### src/rtl/iodisp_pkg.sv
package iodisp_pkg;

    localparam int SEL_W  = 8;
    localparam int N_PORT = 256;

    localparam int B_GPP  = 0;
    localparam int B_NMI  = 1;
    localparam int B_TERM = 2;
    localparam int B_CASS = 3;
    localparam int B_PRN  = 4;
    localparam int B_FLPY = 5;

    localparam logic [SEL_W-1:0] MASK_A = ~((8'h1 << B_CASS) | (8'h1 << B_PRN));
    localparam logic [SEL_W-1:0] MASK_B = ~(8'h1 << B_FLPY);

    typedef logic [N_PORT-1:0][SEL_W-1:0] rom_t;

    typedef struct packed {
        logic             gp_rd;
        logic             gp_wr;
        logic             nmi_rd;
        logic             nmi_wr;
        logic             term_rd;
        logic             term_wr;
        logic             slot_rd;
        logic             slot_wr;
        logic             snp_rd;
        logic             snp_wr;
        logic             rvalid;
        logic [SEL_W-1:0] sel_a;
        logic [SEL_W-1:0] sel_b;
        logic [7:0]       port;
        logic [2:0]       rsel;
        logic [7:0]       wdata;
    } disp_t;

    // Active-high select per port; the table stores the inverse.
    function automatic logic [SEL_W-1:0] port_sel(input int p);
        logic [SEL_W-1:0] s;
        s = '0;
        if (p >= 8'h78 && p <= 8'h7B) s = 8'h20;
        if (p >= 8'h7C && p <= 8'h7F) s = 8'h78;
        if (p >= 8'hD0 && p <= 8'hD7) s = 8'h40;
        if (p >= 8'hE0 && p <= 8'hE7) s = 8'h90;
        if (p >= 8'hE8 && p <= 8'hEF) s = 8'h04;
        if (p == 8'hF0 || p == 8'hF1 || p == 8'hFB) s = 8'h02;
        if (p == 8'hF2) s = 8'h01;
        if (p == 8'hF3) s = 8'h05;
        if (p == 8'hF8 || p == 8'hF9) s = 8'h08;
        if (p == 8'hFA) s = 8'h03;
        return s;
    endfunction

    function automatic rom_t default_rom();
        rom_t r;
        for (int p = 0; p < N_PORT; p++) r[p] = ~port_sel(p);
        return r;
    endfunction

endpackage

### src/rtl/iodisp_decode.sv
module iodisp_decode
    import iodisp_pkg::*;
#(
    parameter rom_t ROM = default_rom()
) (
    input  logic       rd,
    input  logic       wr,
    input  logic [7:0] port,
    input  logic [7:0] wdata,
    output disp_t      nxt
);

    logic [SEL_W-1:0] sel;
    logic             take_rd;
    logic             take_wr;

    always_comb begin
        sel     = ~ROM[port];
        take_rd = rd & ~wr;
        take_wr = wr & ~rd;

        nxt        = '0;
        nxt.port   = port;
        nxt.rsel   = port[2:0];
        nxt.wdata  = wdata;
        nxt.rvalid = take_rd;

        if (take_rd) begin
            if (sel[B_GPP] && port[2:0] == 3'd2) begin
                nxt.gp_rd = 1'b1;
            end else if (sel[B_NMI]) begin
                nxt.nmi_rd = 1'b1;
            end else if (sel[B_TERM]) begin
                nxt.term_rd = 1'b1;
            end else begin
                nxt.slot_rd = |sel;
                nxt.snp_rd  = 1'b1;
                nxt.sel_a   = sel & MASK_A;
                nxt.sel_b   = sel & MASK_B;
            end
        end

        if (take_wr) begin
            nxt.gp_wr = sel[B_GPP];
            if (sel[B_NMI]) begin
                nxt.nmi_wr = 1'b1;
            end else if (sel[B_TERM]) begin
                nxt.term_wr = 1'b1;
            end else begin
                nxt.slot_wr = |sel;
                nxt.snp_wr  = 1'b1;
                nxt.sel_a   = sel & MASK_A;
                nxt.sel_b   = sel & MASK_B;
            end
        end
    end

endmodule

### src/rtl/iodisp_merge.sv
module iodisp_merge #(
    parameter int N = 2
) (
    input  logic [N*8-1:0] data,
    input  logic           en,
    output logic [7:0]     y
);

    logic [7:0] acc [N+1];

    assign acc[0] = 8'h00;

    generate
        for (genvar i = 0; i < N; i++) begin : g_or
            assign acc[i+1] = acc[i] | data[i*8 +: 8];
        end
    endgenerate

    assign y = en ? acc[N] : 8'h00;

endmodule

### src/rtl/io_port_dispatch.sv
module io_port_dispatch
    import iodisp_pkg::*;
#(
    parameter int   NA  = 2,
    parameter int   NB  = 2,
    parameter int   NS  = 2,
    parameter rom_t ROM = default_rom()
) (
    input  logic            clk,
    input  logic            rst_n,
    input  logic            io_rd,
    input  logic            io_wr,
    input  logic [7:0]      io_port,
    input  logic [7:0]      io_wdata,
    output logic [7:0]      io_rdata,
    output logic            io_rvalid,
    output logic [7:0]      acc_port,
    output logic [2:0]      acc_reg,
    output logic [7:0]      acc_wdata,
    output logic            gp_rd,
    output logic            gp_wr,
    input  logic [7:0]      gp_rdata,
    output logic            nmi_rd,
    output logic            nmi_wr,
    input  logic [7:0]      nmi_rdata,
    output logic            term_rd,
    output logic            term_wr,
    input  logic [7:0]      term_rdata,
    output logic            slot_rd,
    output logic            slot_wr,
    output logic [7:0]      prof_a_sel,
    output logic [7:0]      prof_b_sel,
    input  logic [NA*8-1:0] prof_a_rdata,
    input  logic [NB*8-1:0] prof_b_rdata,
    output logic            snoop_rd,
    output logic            snoop_wr,
    input  logic [NS*8-1:0] snoop_rdata
);

    disp_t      st_d;
    disp_t      st_q;
    logic [7:0] a_or;
    logic [7:0] b_or;
    logic [7:0] s_or;

    iodisp_decode #(.ROM(ROM)) u_dec (
        .rd    (io_rd),
        .wr    (io_wr),
        .port  (io_port),
        .wdata (io_wdata),
        .nxt   (st_d)
    );

    always_ff @(posedge clk) begin
        if (!rst_n) st_q <= '0;
        else        st_q <= st_d;
    end

    iodisp_merge #(.N(NA)) u_mrg_a (.data(prof_a_rdata), .en(st_q.slot_rd), .y(a_or));
    iodisp_merge #(.N(NB)) u_mrg_b (.data(prof_b_rdata), .en(st_q.slot_rd), .y(b_or));
    iodisp_merge #(.N(NS)) u_mrg_s (.data(snoop_rdata),  .en(st_q.snp_rd),  .y(s_or));

    assign io_rdata = (st_q.gp_rd   ? gp_rdata   : 8'h00)
                    | (st_q.nmi_rd  ? nmi_rdata  : 8'h00)
                    | (st_q.term_rd ? term_rdata : 8'h00)
                    | a_or | b_or | s_or;

    assign io_rvalid  = st_q.rvalid;
    assign acc_port   = st_q.port;
    assign acc_reg    = st_q.rsel;
    assign acc_wdata  = st_q.wdata;
    assign gp_rd      = st_q.gp_rd;
    assign gp_wr      = st_q.gp_wr;
    assign nmi_rd     = st_q.nmi_rd;
    assign nmi_wr     = st_q.nmi_wr;
    assign term_rd    = st_q.term_rd;
    assign term_wr    = st_q.term_wr;
    assign slot_rd    = st_q.slot_rd;
    assign slot_wr    = st_q.slot_wr;
    assign prof_a_sel = st_q.sel_a;
    assign prof_b_sel = st_q.sel_b;
    assign snoop_rd   = st_q.snp_rd;
    assign snoop_wr   = st_q.snp_wr;


    rd_cause_chk: assert property (@(posedge clk) disable iff (!rst_n)
        (gp_rd | nmi_rd | term_rd | snoop_rd) |-> $past(io_rd & ~io_wr));


    wr_cause_chk: assert property (@(posedge clk) disable iff (!rst_n)
        (gp_wr | nmi_wr | term_wr | snoop_wr) |-> $past(io_wr & ~io_rd));


    rd_single_chk: assert property (@(posedge clk) disable iff (!rst_n)
        $onehot0({gp_rd, nmi_rd, term_rd, snoop_rd}));


    early_stop_chk: assert property (@(posedge clk) disable iff (!rst_n)
        (nmi_wr | term_wr) |-> !(slot_wr | snoop_wr));


    mask_a_chk: assert property (@(posedge clk) disable iff (!rst_n)
        prof_a_sel[B_CASS] == 1'b0 && prof_a_sel[B_PRN] == 1'b0);


    mask_b_chk: assert property (@(posedge clk) disable iff (!rst_n)
        prof_b_sel[B_FLPY] == 1'b0);


    rvalid_chk: assert property (@(posedge clk) disable iff (!rst_n)
        io_rvalid == $past(io_rd & ~io_wr));

endmodule

### config.mk
export PLATFORM = sky130hd
export DESIGN_NAME = io_port_dispatch
export DESIGN_NICKNAME = d
export VERILOG_FILES = /design/src/rtl/iodisp_pkg.sv /design/src/rtl/iodisp_decode.sv /design/src/rtl/iodisp_merge.sv /design/src/rtl/io_port_dispatch.sv
export SDC_FILE = /design/constraint.sdc
export NUM_CORES = 1
export LEC_CHECK = 0
export ABC_CLOCK_PERIOD_IN_PS = 2500
export CORE_MARGIN = 5
export CORE_UTILIZATION = 35
export DETAILED_ROUTE_END_ITERATION = 8
export DONT_BUFFER_PORTS = 1
export PLACE_DENSITY = 0.57
export SLEW_MARGIN = 20
export SYNTH_ARGS = -nofsm -noshare
export SYNTH_HDL_FRONTEND = slang
export SYNTH_HIERARCHICAL = 1
export SYNTH_SLANG_ARGS = --single-unit
### constraint.sdc
create_clock -name clk -period 2.5 [get_ports clk]
set_clock_uncertainty 0.2 [all_clocks]
set_input_delay 0.375 -clock clk [delete_from_list [all_inputs] [get_ports clk]]
set_output_delay 0.375 -clock clk [all_outputs]
set_load 0.02 [all_outputs]
==> impl_metrics.ini <==
[outcome]
status = complete, no violations

[synth]
synth_adder_area_share_pct = 0
synthTopCellsByArea = dfxtp_1 (42%), and2_1 (13%), buf_4 (10%)
synth_cell_types = 32
synth_area_um2 = 2193
synth.mux.area_fraction_pct = 0.9127
synth_top_cell_by_area = dfxtp_1
syn_inst = 235
ys_seq_area_share_pct = 41.99
synth_compound_area_share_pct = 16.37
synth-seq-cells = 46
yosysTopAreaCellShare_pct = 41.99
avgSynthCellArea_um2 = 9.333
yosys_warnings = 6
synth_top_family_by_area = simple AND/OR/NAND/NOR gates
synth_xor_area_share_pct = 0.3993
async_reset_ff_share_pct = 0
synth_common_cells = and2_1 (46), dfxtp_1 (46), buf_4 (30), o21a_1 (26), nor3_1 (15)
synth_flop_cell = dfxtp_1
synthSimpleGateAreaFrac_pct = 25.67
synth-edff-count = 0

[floorplan]
die-width_um = 89.16
die-height_um = 89.16
fp.dieArea_um2 = 7950
coreArea_um2 = 5991
io_pins = 146
start_util_pct = 36.61
num_rows = 28

[clocking]
cts_sinks = 46
cts_tree = yes
clk_pin_slew_ns = 0.08
root_buffer = clkbuf_8
cts_resized = 0
postCtsSetupBuffers = 0
htree_levels = 2
cts_hold_buf = 15
clock_path_buffers = 2
cts_buffers = 5

[place]
gp_congestion = 0.7474
dp.cells = 275
dp_hpwl_um = 4441
io_buffers = 0
post-place-ws_ns = 0.7691

[pwr]
power_density_nw_per_um2 = 595.9
ir_drop_v = 0.0003511
p_leak_nw = 0.8976

[timing]
tightest_slew_ns = 0.7467
period_minus_slack_ns = 2.119
layout_setup_ws_ns = 0.3814
rsz0062_at_grt = no
final_hold_viol_count = 0
fmax_mhz = 472.0
drv_slew = 0
relSlewSlack_pct = 50.06
min_period_over_period_pct = 84.74
setup_violations = 0
final.setup.tns_ns = 0

[routing]
ant_nets = 0
vias = 1540
drt_pass1_iterations = 4
via_per_inst = 5.116
drt-initial-drc-count = 66
wl_per_cell_um = 19.10
drc_errors = 0
drt_wl_total_um = 5749

[critical_path]
crit_required_ns = 2.54
startpoint_type = primary input
crit_top_cell = dlygate4sd3_1
worst_setup_path_end_kind = register
setup.worst_path.class = primary input to register
worstPathMaxFanout = 29
crit_chain = dlygate4sd3_1 > and2_1 > dlygate4sd3_1
worst_path_max_delay_cell = dlygate4sd3_1
worstPathArrival_ns = 2.15
critPathMaxStageDelay_ns = 1.02

[global_routing]
grt_max_degree = 30
groute.usage.overall_pct = 14.07
antenna_found_initial = 0
grt_pass1_vias = 1600
grt_pass1_wl_um = 8183
grt-ovfl-total = 0

[layout]
area_growth_pct = 3.879
final_nets = 317
drive_gt1_share_pct = 4.867
fin_cells = 301
n_antenna_cell = 0

[job]
maxCapViolations = 0

[min_path]
holdPathStages = 1
hp-class = primary input to register
[worst max-delay path: cells and delay by family]
kind | cells | cell delay [ns]
buffers and inverters | 2 | 1.55
and+or+nand+nor | 1 | 0.22
[cell type report]
type / count / area (um^2)
fill: 617 / 3712
multi-input combinational: 151 / 977.2
sequential: 46 / 920.9
timing repair buffer: 19 / 187.7
tap: 75 / 93.84
clock buffer: 7 / 86.33
inverter: 2 / 7.507
clock inverter: 1 / 5.005
[path summary, 6_finish.rpt]
kind | to | startpoint
worst max-delay path | acc_port[1]$_SDFF_PN0_ | rst_n
worst min-delay path | acc_port[3]$_SDFF_PN0_ | io_port[3]
[where the power goes]
| part | leakage [nW] | switching, mW | internal, mW |
|---|---|---|---|
| registers | 0.378 | 0.0454 | 0.758 |
| logic | 0.471 | 0.0488 | 0.0540 |
| clock network | 0.0482 | 0.228 | 0.223 |
[cell usage in the layout (no fill, tap or decap), types with 2 or more instances in the layout]
cell type	count
a211oi_1	3
a21oi_1	4
a222oi_1	8
and2_1	46
clkbuf_8	6
conb_1	7
dfxtp_1	46
dlygate4sd3_1	18
inv_1	2
mux2i_1	2
nand2_1	9
nand2b_1	4
nand4_1	2
nor2_1	10
nor3_1	15
o21a_1	26
or2_1	2
[routing by layer]
metal	global-route usage [%]	vias to the layer above	wire length, um
li1	-	748	-
met1	14.65	689	2062
met2	27.06	98	3088
met3	3.502	5	526
met4	4.871	0	72
met5	0	-	0
[cells by family after synthesis]
kind of cell,after synthesis
flip-flops,46
buffers and inverters,44
multiplexers,2
other,1
AO/OA/AOI/OAI,45
AND/OR/NAND/NOR,96
XOR/XNOR,1
[metrics by stage]
stage | hold WS, ns | instance area (um^2) | util (%) | power [mW]
6_report | 0.01334 | 2278 | 38.03 | 1.358
5_1_grt | 0.006962 | 2278 | 38.03 | 1.430
4_1_cts | 0.0006443 | 2248 | 37.53 | 1.382
3_5_place_dp | 0.3028 | 2007 | 33.50 | 0.8968
3_3_place_gp | 0.3025 | 2007 | 33.50 | 0.8964
2_1_floorplan | 0.2967 | 2216 | - | 0.9260
Note: power is estimated with default switching activity, not from simulation.
